[src/rtl/scsi_regfront.sv]
module scsi_regfront #(
  parameter int FIFO_DEPTH = 16
) (
  input  logic       clk,
  input  logic       rst_n,
  input  logic       wr_en,
  input  logic       rd_en,
  input  logic [3:0] addr,
  input  logic [7:0] wdata,
  output logic [7:0] rdata,
  output logic       irq,
  output logic       wr_err,
  output logic       sel_req,
  output logic [2:0] sel_id,
  output logic       sel_stop,
  input  logic       tgt_ok,
  input  logic       tgt_absent
);
  localparam int PW = $clog2(FIFO_DEPTH);
  localparam int CW = PW + 1;
  localparam logic [3:0] A_TCLO = 4'h0, A_TCMID = 4'h1, A_FIFO = 4'h2, A_CMD = 4'h3,
                         A_STAT = 4'h4, A_INTR = 4'h5, A_SEQ = 4'h6, A_FLAGS = 4'h7,
                         A_CFG1 = 4'h8, A_TCHI = 4'hE;

  logic [7:0] rreg [16];
  logic [7:0] wreg [16];
  logic [7:0] fifo_q [FIFO_DEPTH];
  logic [PW-1:0] wptr, rptr;
  logic [CW-1:0] count, count_n;

  logic cmd_wr;
  logic [6:0] op;
  logic push, pop, flush;

  assign cmd_wr  = wr_en && addr == A_CMD;
  assign op      = wdata[6:0];
  assign push    = wr_en && addr == A_FIFO && count < CW'(FIFO_DEPTH);
  assign pop     = rd_en && addr == A_FIFO && count != '0;
  assign flush   = cmd_wr && (op == 7'h01 || op == 7'h02);
  assign count_n = count + CW'(push) - CW'(pop);
  assign irq     = rreg[A_STAT][7];

  always_ff @(posedge clk or negedge rst_n) begin
    if (!rst_n) begin
      wptr  <= '0;
      rptr  <= '0;
      count <= '0;
    end else if (flush) begin
      wptr  <= '0;
      rptr  <= '0;
      count <= '0;
    end else begin
      if (push) begin
        fifo_q[wptr] <= wdata;
        wptr <= wptr + 1'b1;
      end
      if (pop) rptr <= rptr + 1'b1;
      count <= count_n;
    end
  end

  always_ff @(posedge clk or negedge rst_n) begin
    if (!rst_n) begin
      for (int i = 0; i < 16; i++) begin
        rreg[i] <= 8'h00;
        wreg[i] <= 8'h00;
      end
      rreg[A_TCHI] <= 8'h04;
      rreg[A_CFG1] <= 8'h07;
      rdata    <= 8'h00;
      wr_err   <= 1'b0;
      sel_req  <= 1'b0;
      sel_id   <= 3'd0;
      sel_stop <= 1'b0;
    end else begin
      sel_req <= 1'b0;
      wr_err  <= 1'b0;

      if (tgt_absent) begin
        rreg[A_STAT] <= 8'h80;
        rreg[A_INTR] <= 8'h20;
        rreg[A_SEQ]  <= 8'h00;
      end else if (tgt_ok) begin
        rreg[A_STAT] <= sel_stop ? 8'h92 : 8'h90;
        rreg[A_INTR] <= 8'h18;
        rreg[A_SEQ]  <= 8'h04;
      end

      if (rd_en) begin
        if (addr == A_FIFO) rdata <= pop ? fifo_q[rptr] : 8'h00;
        else                rdata <= rreg[addr];
        if (addr == A_INTR) begin
          rreg[A_INTR] <= 8'h00;
          rreg[A_STAT] <= rreg[A_STAT] & 8'h6F;
          rreg[A_SEQ]  <= 8'h04;
        end
      end

      if (push || pop) rreg[A_FLAGS] <= 8'(count_n);

      if (wr_en) begin
        if (addr >= 4'hC) wr_err <= 1'b1;
        else if (addr != A_FIFO) wreg[addr] <= wdata;
        if (addr >= A_CFG1 && addr < 4'hC) rreg[addr] <= wdata;
      end

      if (cmd_wr) begin
        rreg[A_CMD] <= wdata;
        if (wdata[7]) begin
          rreg[A_TCLO]  <= wreg[A_TCLO];
          rreg[A_TCMID] <= wreg[A_TCMID];
        end
        case (op)
          7'h01: begin
            rreg[A_INTR]  <= 8'h08;
            rreg[A_SEQ]   <= 8'h00;
            rreg[A_FLAGS] <= 8'h00;
            rreg[A_STAT]  <= rreg[A_STAT] | 8'h80;
          end
          7'h02: begin
            for (int i = 0; i < 16; i++) begin
              rreg[i] <= 8'h00;
              wreg[i] <= 8'h00;
            end
            rreg[A_TCHI] <= 8'h04;
            rreg[A_CFG1] <= 8'h07;
            sel_stop <= 1'b0;
            sel_id   <= 3'd0;
          end
          7'h03: begin
            rreg[A_INTR] <= 8'h80;
            if (!wreg[A_CFG1][6]) rreg[A_STAT] <= rreg[A_STAT] | 8'h80;
          end
          7'h11: begin
            rreg[A_INTR] <= 8'h08;
            rreg[A_STAT] <= rreg[A_STAT] | 8'h87;
          end
          7'h12: begin
            rreg[A_INTR]  <= 8'h20;
            rreg[A_SEQ]   <= 8'h00;
            rreg[A_FLAGS] <= 8'h00;
            rreg[A_STAT]  <= rreg[A_STAT] | 8'h80;
          end
          7'h42, 7'h43: begin
            sel_req  <= 1'b1;
            sel_id   <= wreg[A_STAT][2:0];
            sel_stop <= op[0];
          end
          7'h44: rreg[A_INTR] <= 8'h00;
          default: ;
        endcase
      end
    end
  end
endmodule

[config.mk]
export PLATFORM = sky130hd
export DESIGN_NAME = scsi_regfront
export DESIGN_NICKNAME = d
export VERILOG_FILES = /design/src/rtl/scsi_regfront.sv
export SDC_FILE = /design/constraint.sdc
export NUM_CORES = 1
export LEC_CHECK = 0
export BUFFER_PORTS_ARGS = -buffer_cell sky130_fd_sc_hd__buf_4
export CORE_UTILIZATION = 35
export DETAILED_ROUTE_END_ITERATION = 12
export PLACE_DENSITY_LB_ADDON = 0.15
export SETUP_SLACK_MARGIN = 0.02
export SLEW_MARGIN = 15
export SYNTH_ARGS = -nofsm -noshare
export SYNTH_HDL_FRONTEND = slang
export SYNTH_SLANG_ARGS = --single-unit
export TNS_END_PERCENT = 1
[constraint.sdc]
create_clock -name clk -period 4.1 [get_ports clk]
set_input_delay 0.205 -clock clk [delete_from_list [all_inputs] [get_ports clk]]
set_output_delay 0.205 -clock clk [all_outputs]
set_load 0.01 [all_outputs]
==> results.json, run 1 <==
{
  "status": "completed",
  "worstPathRequired_ns": 4.55,
  "syn-num-nets": 1022,
  "clockRootBuffer": "clkbuf_16",
  "maxCapViolations": 0,
  "tns_ns": 0,
  "yosys_most_used_dff": "dfrtp_1",
  "path_buf_inv": 4,
  "ys_seq_area_frac": 0.620,
  "use_met1": 0.285,
  "grt_max_degree": 109,
  "ys_ff_latch": 301,
  "report.final.slew_viol_count": 0,
  "clock.fmax_ghz": 0.320,
  "vias_per_cell": 5.14,
  "regArea_um2": 8180,
  "slew_headroom": 0.320,
  "die-area_um2": 38500,
  "cts.path.max_buffers": 3,
  "hold_viol": 0,
  "place_congestion": 0.753,
  "grt_pass1_vias": 8143,
  "drive_gt1_frac": 0.167,
  "power_uw": 8060,
  "drt-pass1-iter-count": 5,
  "die_w_um": 196,
  "met2_usage": 0.269,
  "grt_busiest_layer": "met1",
  "cts_buffers": 35,
  "antenna_found_initial": 0,
  "grt_pass1_wl_um": 53100,
  "cts_max_level": 2,
  "netlist_area_um2": 13200,
  "ant_nets": 0,
  "multi_input_area_um2": 4600,
  "vdd_ir_drop_max_uv": 261,
  "core_area_um2": 36900,
  "crit_cells": 15,
  "synth_edf_count": 128,
  "syn_area_per_cell_um2": 13.3,
  "path_clk_slew_ns": 0.06,
  "n_fill_cell": 3459,
  "tightest_slew_ns": 1.02,
  "n_antenna_cell": 0,
  "fin_hold_ws_ns": 0.0252,
  "gr-total-overflow": 0,
  "areaGrowthSynthToFinish_pct": 13.7,
  "critical_path.slowest_cell": "or4b_1",
  "nets": 1045,
  "yosys.cell_types.count": 68,
  "fp.dieH_um": 196,
  "holdPathStages": 2,
  "critPathCaptureType": "flop",
  "start_kind": "flop",
  "ios": 33,
  "numClockSinks": 301,
  "setup_viol": 0,
  "worst_path_largest_cell_delay_ns": 0.43,
  "drt_iter0_drc": 596,
  "power_density_nw_per_um2": 537,
  "post_cts_resize_count": 0,
  "synthArstFlopShare": 0.575,
  "cp_top_family": "adder cells",
  "vias": 7923,
  "reg2reg_depth": 15,
  "cp_cell_sequence": "inv_1, ha_1, or4b_1, and3_1, buf_4, ha_1, inv_1, ha_1, inv_1, fa_1, nand2b_1, a21oi_1, or3_1, nand3_1, a21oi_1",
  "met3_usage": 0.0289,
  "initial_core_util": 0.358,
  "fin_skew_ns": 0.0218,
  "drc_errors": 0,
  "yosysWarnings": 0,
  "min_path_type": "input pin to flop",
  "wl_per_cell_um": 22.0,
  "crit_fanout": 14,
  "dp_hpwl_um": 21200,
  "drt-total-wl_um": 33900,
  "cts_setup_buffers": 0,
  "track_usage": 0.184,
  "synthCells": 991,
  "ctsHoldBuffers": 1,
  "p_leak_uw": 0.00595,
  "min_period_ns": 3.12,
  "clk_latency_ns": 0.52,
  "rows": 70,
  "fin_crit_sh": 0.761,
  "path_class": "flop to flop",
  "portBuffers": 32,
  "cts_tree": "done",
  "rsz0062_at_grt": "no",
  "worstPathArrival_ns": 3.57
}
-- path summary, 6_finish.rpt --
path                           start   endpoint  slack, ns
max                         count[3]   rreg[68]       0.98
min in group asynchronous      rst_n   rreg[14]       0.25
min reg2reg                rreg[100]  rreg[100]       0.48
min                           tgt_ok   rreg[87]       0.03
max reg2reg                 count[3]   rreg[68]       0.98
max in group asynchronous      rst_n  rreg[116]       2.73
-- synthesized netlist by cell type, types with 2 or more instances --
cell type    n  area share
nor3_1       8      0.0030
mux4_2      54       0.092
buf_1        5      0.0014
or3_1        2     0.00095
xor2_1       5      0.0033
o2111ai_1    8      0.0053
a21oi_1     43       0.016
nor3b_1      6      0.0034
and3b_1      2      0.0013
and4_1       3      0.0020
edfxtp_1   128        0.29
o21bai_1     2      0.0011
nand4_1      4      0.0019
dfrtp_1    169        0.32
nor4_2       2      0.0019
mux2_2       3      0.0026
nor4_1       2     0.00095
nand2b_1    11      0.0052
nand3b_1     2      0.0011
o21ai_0     20      0.0076
ha_1        12       0.011
nor4_4       2      0.0032
dfstp_2      4      0.0080
a221oi_1     6      0.0040
clkbuf_1    25      0.0071
or4b_1       2      0.0015
xnor2_1      4      0.0027
buf_2       24      0.0091
and3_1       2     0.00095
o31ai_1      2      0.0011
nand3_1     47       0.018
nor2_1      79       0.022
inv_1       19      0.0054
and2_1      50       0.024
o211ai_1     4      0.0023
a211oi_1     5      0.0028
nor4b_1      2      0.0013
buf_4        4      0.0023
buf_6        7      0.0060
a21o_1       2      0.0011
mux2i_1     55       0.042
nand2_1    107       0.030
nor2b_1     16      0.0076
a22oi_1      6      0.0034
a22o_1       3      0.0020
-- flip-flops by register name (all words and copies together) (netlist names) --
name / cells
count: 5
rdata: 8
fifo_q: 128
rptr: 4
sel_id: 3
wreg: 20
irq: 1
wptr: 4
wr_err: 1
sel_stop: 1
rreg: 125
sel_req: 1
-- cells by family after synthesis --
group	Yosys count	share of synthesized area
AOI/OAI and AO/OA	112	0.0543
xor gates and xnor gates	9	0.00597
adders and majority gates	13	0.0129
buffers and inverters	87	0.0322
DFF	301	0.620
muxes	112	0.136
and+or+nand+nor	357	0.138
-- per-stage QoR --
step | cells | area [um^2] | utilization | setup slack [ns]
floorplan | 991 | 13200 | - | 1.08
global placement | 1480 | 13900 | 0.377 | 1.04
detailed placement | 1480 | 13900 | 0.377 | 0.971
CTS | 1542 | 15000 | 0.407 | 0.972
global route | 1542 | 15000 | 0.407 | 0.774
finish | 1542 | 15000 | 0.407 | 0.979
-- area by class of cell --
class | instances | area share
sequential | 301 | 0.545
multi-input combinational | 603 | 0.307
clock buffer | 54 | 0.0686
tap | 504 | 0.0420
timing repair buffer | 52 | 0.0283
inverter | 21 | 0.00525
clock inverter | 7 | 0.00409
-- layer usage --
layer / up-vias / share of wire
li1: 3648 / -
met1: 4106 / 0.50
met2: 134 / 0.44
met3: 35 / 0.037
met4: 0 / 0.017
met5: - / 0
-- layout by cell type (no fill, tap or decap), drive strengths merged, types with 5 or more instances in the layout --
cell type / count
dfrtp: 169
edfxtp: 128
nand2: 107
nor2: 80
mux2i: 55
clkbuf: 55
mux4: 54
and2: 50
buf: 50
nand3: 47
a21oi: 43
o21ai: 20
inv: 20
nor2b: 16
ha: 12
nand2b: 11
nor3: 9
o2111ai: 8
nor3b: 7
clkinv: 7
a22oi: 6
a221oi: 6
nor4: 6
xor2: 5
a211oi: 5
nand4: 5
-- where the power goes --
part / leakage, uW / internal (uW) / switching (uW) / total (uW)
clock network: 0.000533 / 1790 / 1230 / 3020
logic: 0.00201 / 657 / 694 / 1350
registers: 0.00341 / 3410 / 286 / 3690
total: 0.00595 / 5850 / 2210 / 8060
Note: power is estimated with default switching activity, not from simulation.
==> run 2, diff against run 1 <==
- clock period: 4.1 -> 3.06 ns (I/O delays scaled with it)
==> run 2 against run 1 <==
  * Non-clock buffer count rose by 31
  * Utilization rose by 0.61 points
  * Via count rose by 1.3%
  * Flip-flop and latch count did not move
  * Clock power rose by 29%
==> results.json, run 2 (synthesized netlist as in run 1, its figures left out) <==
{
  "clock.fmax_ghz": 0.349,
  "n_antenna_cell": 0,
  "power_density_nw_per_um2": 702,
  "hold_viol": 0,
  "drt-pass1-iter-count": 5,
  "report.final.slew_viol_count": 0,
  "tightest_slew_ns": 1.14,
  "maxCapViolations": 0,
  "drc_errors": 0,
  "grt_max_degree": 73,
  "fin_hold_ws_ns": 0.0234,
  "worstPathArrival_ns": 3.31,
  "top_register": "fifo_q",
  "wl_met3_um": 1550,
  "power_uw": 10700,
  "status": "completed",
  "core_area_um2": 36900,
  "drt-total-wl_um": 34100,
  "setup_viol": 0,
  "initial_core_util": 0.358,
  "vias": 8029,
  "layout_commonest_cell": "dfrtp_1",
  "grt_pass1_vias": 8256,
  "track_usage": 0.185,
  "grt_pass1_wl_um": 53000,
  "vias_per_cell": 5.10,
  "areaGrowthSynthToFinish_pct": 15.4,
  "numClockSinks": 301,
  "clk_latency_ns": 0.52,
  "fin_skew_ns": 0.0154,
  "crit_fanout": 2,
  "m1WireLength_um": 16800,
  "cts_buffers": 35,
  "wl_per_cell_um": 21.7,
  "nets": 1076,
  "path_clk_slew_ns": 0.06,
  "fin_crit_sh": 0.936,
  "largest_register_ffs": 128,
  "placed_cell_area_um2": 14100,
  "vdd_ir_drop_max_uv": 346,
  "clockRootBuffer": "clkbuf_16",
  "drive_gt1_frac": 0.193,
  "drt_iter0_drc": 570,
  "die-area_um2": 38500,
  "start_kind": "flop",
  "largestRegisters": "fifo_q: 128 flops, rreg: 125 flops, wreg: 20 flops",
  "worstPathRequired_ns": 3.51,
  "design_area_um2": 15200,
  "p_leak_uw": 0.00610,
  "dp_hpwl_um": 22000,
  "highest_layer": "met4",
  "fp.dieH_um": 196,
  "path_class": "flop to flop",
  "cts.path.max_buffers": 3,
  "gr-total-overflow": 0,
  "ant_nets": 0,
  "met2_length_um": 15300,
  "die_w_um": 196,
  "rows": 70,
  "portBuffers": 32,
  "final_cell_mix": "dfrtp_1 (168), edfxtp_1 (128), nand2_1 (107)",
  "dp_slack_ns": 0.145,
  "ios": 33,
  "critPathCaptureType": "flop",
  "antenna_found_initial": 0,
  "place_congestion": 0.773,
  "cts_tree": "done",
  "setup_ws_ns": 0.195,
  "min_path_type": "input pin to flop",
  "slew_headroom": 0.234,
  "min_period_ns": 2.86,
  "cts_max_level": 2
}
[run 2: layer usage]
layer	vias up	global-route usage
met3	40	0.0404
li1	3709	-
met4	0	0.0414
met5	-	0
met2	147	0.279
met1	4133	0.274
[run 2: repair_timing]
item,4_1_cts,5_1_grt
endpoints found under the hold margin,58,0
buffers inserted,0,0
hold buffers,3,0
setup endpoints to repair,0,2
gates resized for setup,0,3
[run 2: path summary, 6_finish.rpt]
kind	cells after the start	slack [ns]	to	startpoint
worst max-delay path	14	0.20	rreg[68]	count[3]
worst min-delay path	2	0.02	rdata[7]	rd_en
worst min register to register	2	0.47	rreg[100]	rreg[100]
max in group asynchronous	4	1.53	wreg[112]	rst_n
worst max register to register	14	0.20	rreg[68]	count[3]
min in group asynchronous	2	0.07	wptr[0]	rst_n
[run 2: cell type report]
type,instances,area [um^2]
clock buffer,55,1020
tap,504,631
multi-input combinational,603,4610
sequential,301,8180
fill,3419,21600
clock inverter,6,33.8
inverter,21,78.8
timing repair buffer,83,674
[run 2: worst max-delay path: stages (launching register included)]
cell and delay (ns):
dfrtp_1 0.38, inv_1 0.08, ha_1 0.13, or4b_1 0.41
and3_1 0.19, ha_1 0.27, inv_1 0.06, ha_2 0.17
inv_1 0.06, fa_2 0.36, nand2b_1 0.17, a21oi_2 0.15
or3_1 0.14, nand3_1 0.08, a21oi_1 0.14
[run 2: power breakdown]
part	internal (uW)	total (uW)	switching (uW)
clock	2290	3890	1600
combinational	915	1950	1040
sequential	4570	4850	282
total	7770	10700	2920
[run 2: per-stage QoR]
stage / TNS [ns] / utilization / instances
finish: 0 / 0.413 / 1573
global route: -0.00618 / 0.413 / 1573
CTS: 0 / 0.413 / 1573
detailed placement: 0 / 0.383 / 1509
global placement: 0 / 0.383 / 1509
floorplan: 0 / - / 991
==> run 3, diff against run 2 <==
- HOLD_SLACK_MARGIN: not set -> 0.15
- clock period: 3.06 -> 3.3 ns (I/O delays scaled with it)
==> run 3 against run 2 <==
  * Flip-flop and latch count unchanged
  * Final area increased by 0.72%
  * Clock-buffer cell count decreased by 5
  * Sequential share of layout area decreased by 0.39 points
  * Via count decreased by 0.22%
  * Routed wire length decreased by 1.4%
  * Clock power about the same
  * Cell count increased by 0.13%
  * Setup slack improved by 0.075 ns
  * Die area unchanged
  * Hold slack improved by 0.12 ns
  * Clock skew decreased by 0.00077 ns
==> results.json, run 3 (synthesized netlist as in run 1, its figures left out) <==
{
  "grt_pass1_vias": 8021,
  "setup_viol": 0,
  "drive_gt1_frac": 0.180,
  "clock.fmax_ghz": 0.330,
  "fin_crit_sh": 0.918,
  "ios": 33,
  "power_density_nw_per_um2": 664,
  "worstPathRequired_ns": 3.70,
  "fp.dieH_um": 196,
  "vias": 8011,
  "seqPwrFrac": 0.446,
  "p_leak_uw": 0.00614,
  "crit_fanout": 33,
  "grt_max_degree": 70,
  "path_class": "input pin to flop",
  "drt_iter0_drc": 590,
  "report.final.slew_viol_count": 0,
  "power_uw": 10200,
  "cts_tree": "done",
  "min_path_type": "input pin to async pin",
  "p_sw_uw": 2750,
  "wl_per_cell_um": 21.4,
  "hold_viol": 0,
  "combinationalPowerShare": 0.170,
  "min_period_ns": 3.03,
  "layout_commonest_cell": "dfrtp_1",
  "fin_hold_ws_ns": 0.141,
  "initial_core_util": 0.358,
  "largest_register_ffs": 128,
  "cp_top_family": "buffers and inverters",
  "power.internal_uw": 7440,
  "worstPathArrival_ns": 3.43,
  "track_usage": 0.182,
  "status": "completed",
  "tns_ns": 0,
  "slew_headroom": 0.395,
  "drc_errors": 0,
  "vdd_ir_drop_max_uv": 338,
  "path_buf_inv": 4,
  "clock_power_share": 0.384,
  "tightest_slew_ns": 0.907,
  "cp_cell_sequence": "dlygate4sd3_1, buf_4, buf_4, nor3b_4, nand3_1, a2111oi_2, nand2b_1, o32ai_1, dlygate4sd3_1",
  "worst_path_largest_cell_delay_ns": 0.57,
  "drt-pass1-iter-count": 5,
  "path_clk_slew_ns": 0.06,
  "grt_pass1_wl_um": 52000,
  "final_cell_mix": "dfrtp_1 (168), edfxtp_1 (128), nand2_1 (107)",
  "dp_hpwl_um": 21300,
  "portBuffers": 32,
  "cts_max_level": 2,
  "start_kind": "input pin",
  "ant_nets": 0,
  "die-area_um2": 38500,
  "largestRegisters": "fifo_q: 128 flops, rreg: 125 flops, wreg: 20 flops",
  "clk_latency_ns": 0.52,
  "clockRootBuffer": "clkbuf_16",
  "areaGrowthSynthToFinish_pct": 16.2,
  "multi_input_area_um2": 4600,
  "critical_path.slowest_cell": "dlygate4sd3_1",
  "n_antenna_cell": 0,
  "vias_per_cell": 5.09,
  "cts_setup_buffers": 0,
  "antenna_found_initial": 0,
  "regArea_um2": 8180,
  "top_register": "fifo_q",
  "gr-total-overflow": 0,
  "die_w_um": 196,
  "critPathCaptureType": "flop",
  "core_area_um2": 36900,
  "maxCapViolations": 0,
  "place_congestion": 0.787,
  "fin_skew_ns": 0.0147,
  "cts_buffers": 36,
  "drt-total-wl_um": 33600,
  "rows": 70,
  "rsz0062_at_grt": "no",
  "n_fill_cell": 3426,
  "cts.path.max_buffers": 3,
  "nets": 1074,
  "numClockSinks": 301,
  "swShare": 0.270
}
run 3: changes by cell type in the layout (fill, tap and decap cells not counted), moves of 2 or more:
cell	delta
clkbuf_1	-8
dlygate4sd3_1	+14
bufinv_16	+2
clkinv_1	+6
clkbuf_8	+2
buf_4	-16
run 3: per-stage QoR:
step	utilization	cells	setup WS, ns	area [um^2]
after floorplan	-	991	0.285	13200
after global placement	0.379	1492	0.409	14000
after detailed placement	0.379	1492	0.364	14000
after CTS	0.416	1575	0.274	15300
after global routing	0.416	1575	0.0416	15300
final	0.416	1575	0.270	15300
run 3: metal layers:
metal  vias up  part of all wire  global-route usage
li1       3713                 -                   -
met2       151              0.45               0.270
met5         -                 0                   0
met4         0             0.021              0.0489
met3        48             0.047              0.0313
met1      4099              0.48               0.272
run 3: power by group through the flow:
stage          Combinational [uW]  Clock [uW]  Sequential, uW
2_1_floorplan                1300           0            4450
6_report                     1730        3910            4550
4_1_cts                      1770        4010            4550
3_3_place_gp                 1730           0            4620
5_1_grt                      1920        4170            4600
3_5_place_dp                 1740           0            4620
run 3: worst paths after layout:
kind                       startpoint        end  slack (ns)  cells after the start
max in group asynchronous       rst_n  wreg[116]        1.92                      3
max                           addr[0]   rreg[87]        0.27                      9
min reg2reg                  rreg[98]   rreg[98]        0.47                      2
min                             rst_n   rreg[20]        0.14                      2
max reg2reg                  count[3]   rreg[68]        0.37                     14
min in group clk              addr[2]   rreg[83]        0.25                      4
run 3: worst register-to-register path, cell delays in order (launching register included):
cell	delay, ns
dfrtp_1	0.39
inv_1	0.08
ha_1	0.13
or4b_1	0.42
and3_1	0.19
ha_1	0.27
inv_1	0.06
ha_1	0.16
inv_1	0.06
fa_1	0.42
nand2b_1	0.16
a21oi_1	0.16
or3_1	0.14
nand3_1	0.08
a21oi_1	0.15
run 3: final cells by class:
type / count / share of cell area
clock inverters: 16 / 0.00848
clock buffers: 50 / 0.0681
well taps: 504 / 0.0411
inverters: 21 / 0.00514
multi-input cells: 603 / 0.300
repair buffers: 80 / 0.0440
flip-flops and latches: 301 / 0.533
run 3: repair_timing:
action,4_1_cts,5_1_grt
gates resized for setup,0,0
hold endpoints to repair,224,0
hold buffers,17,0
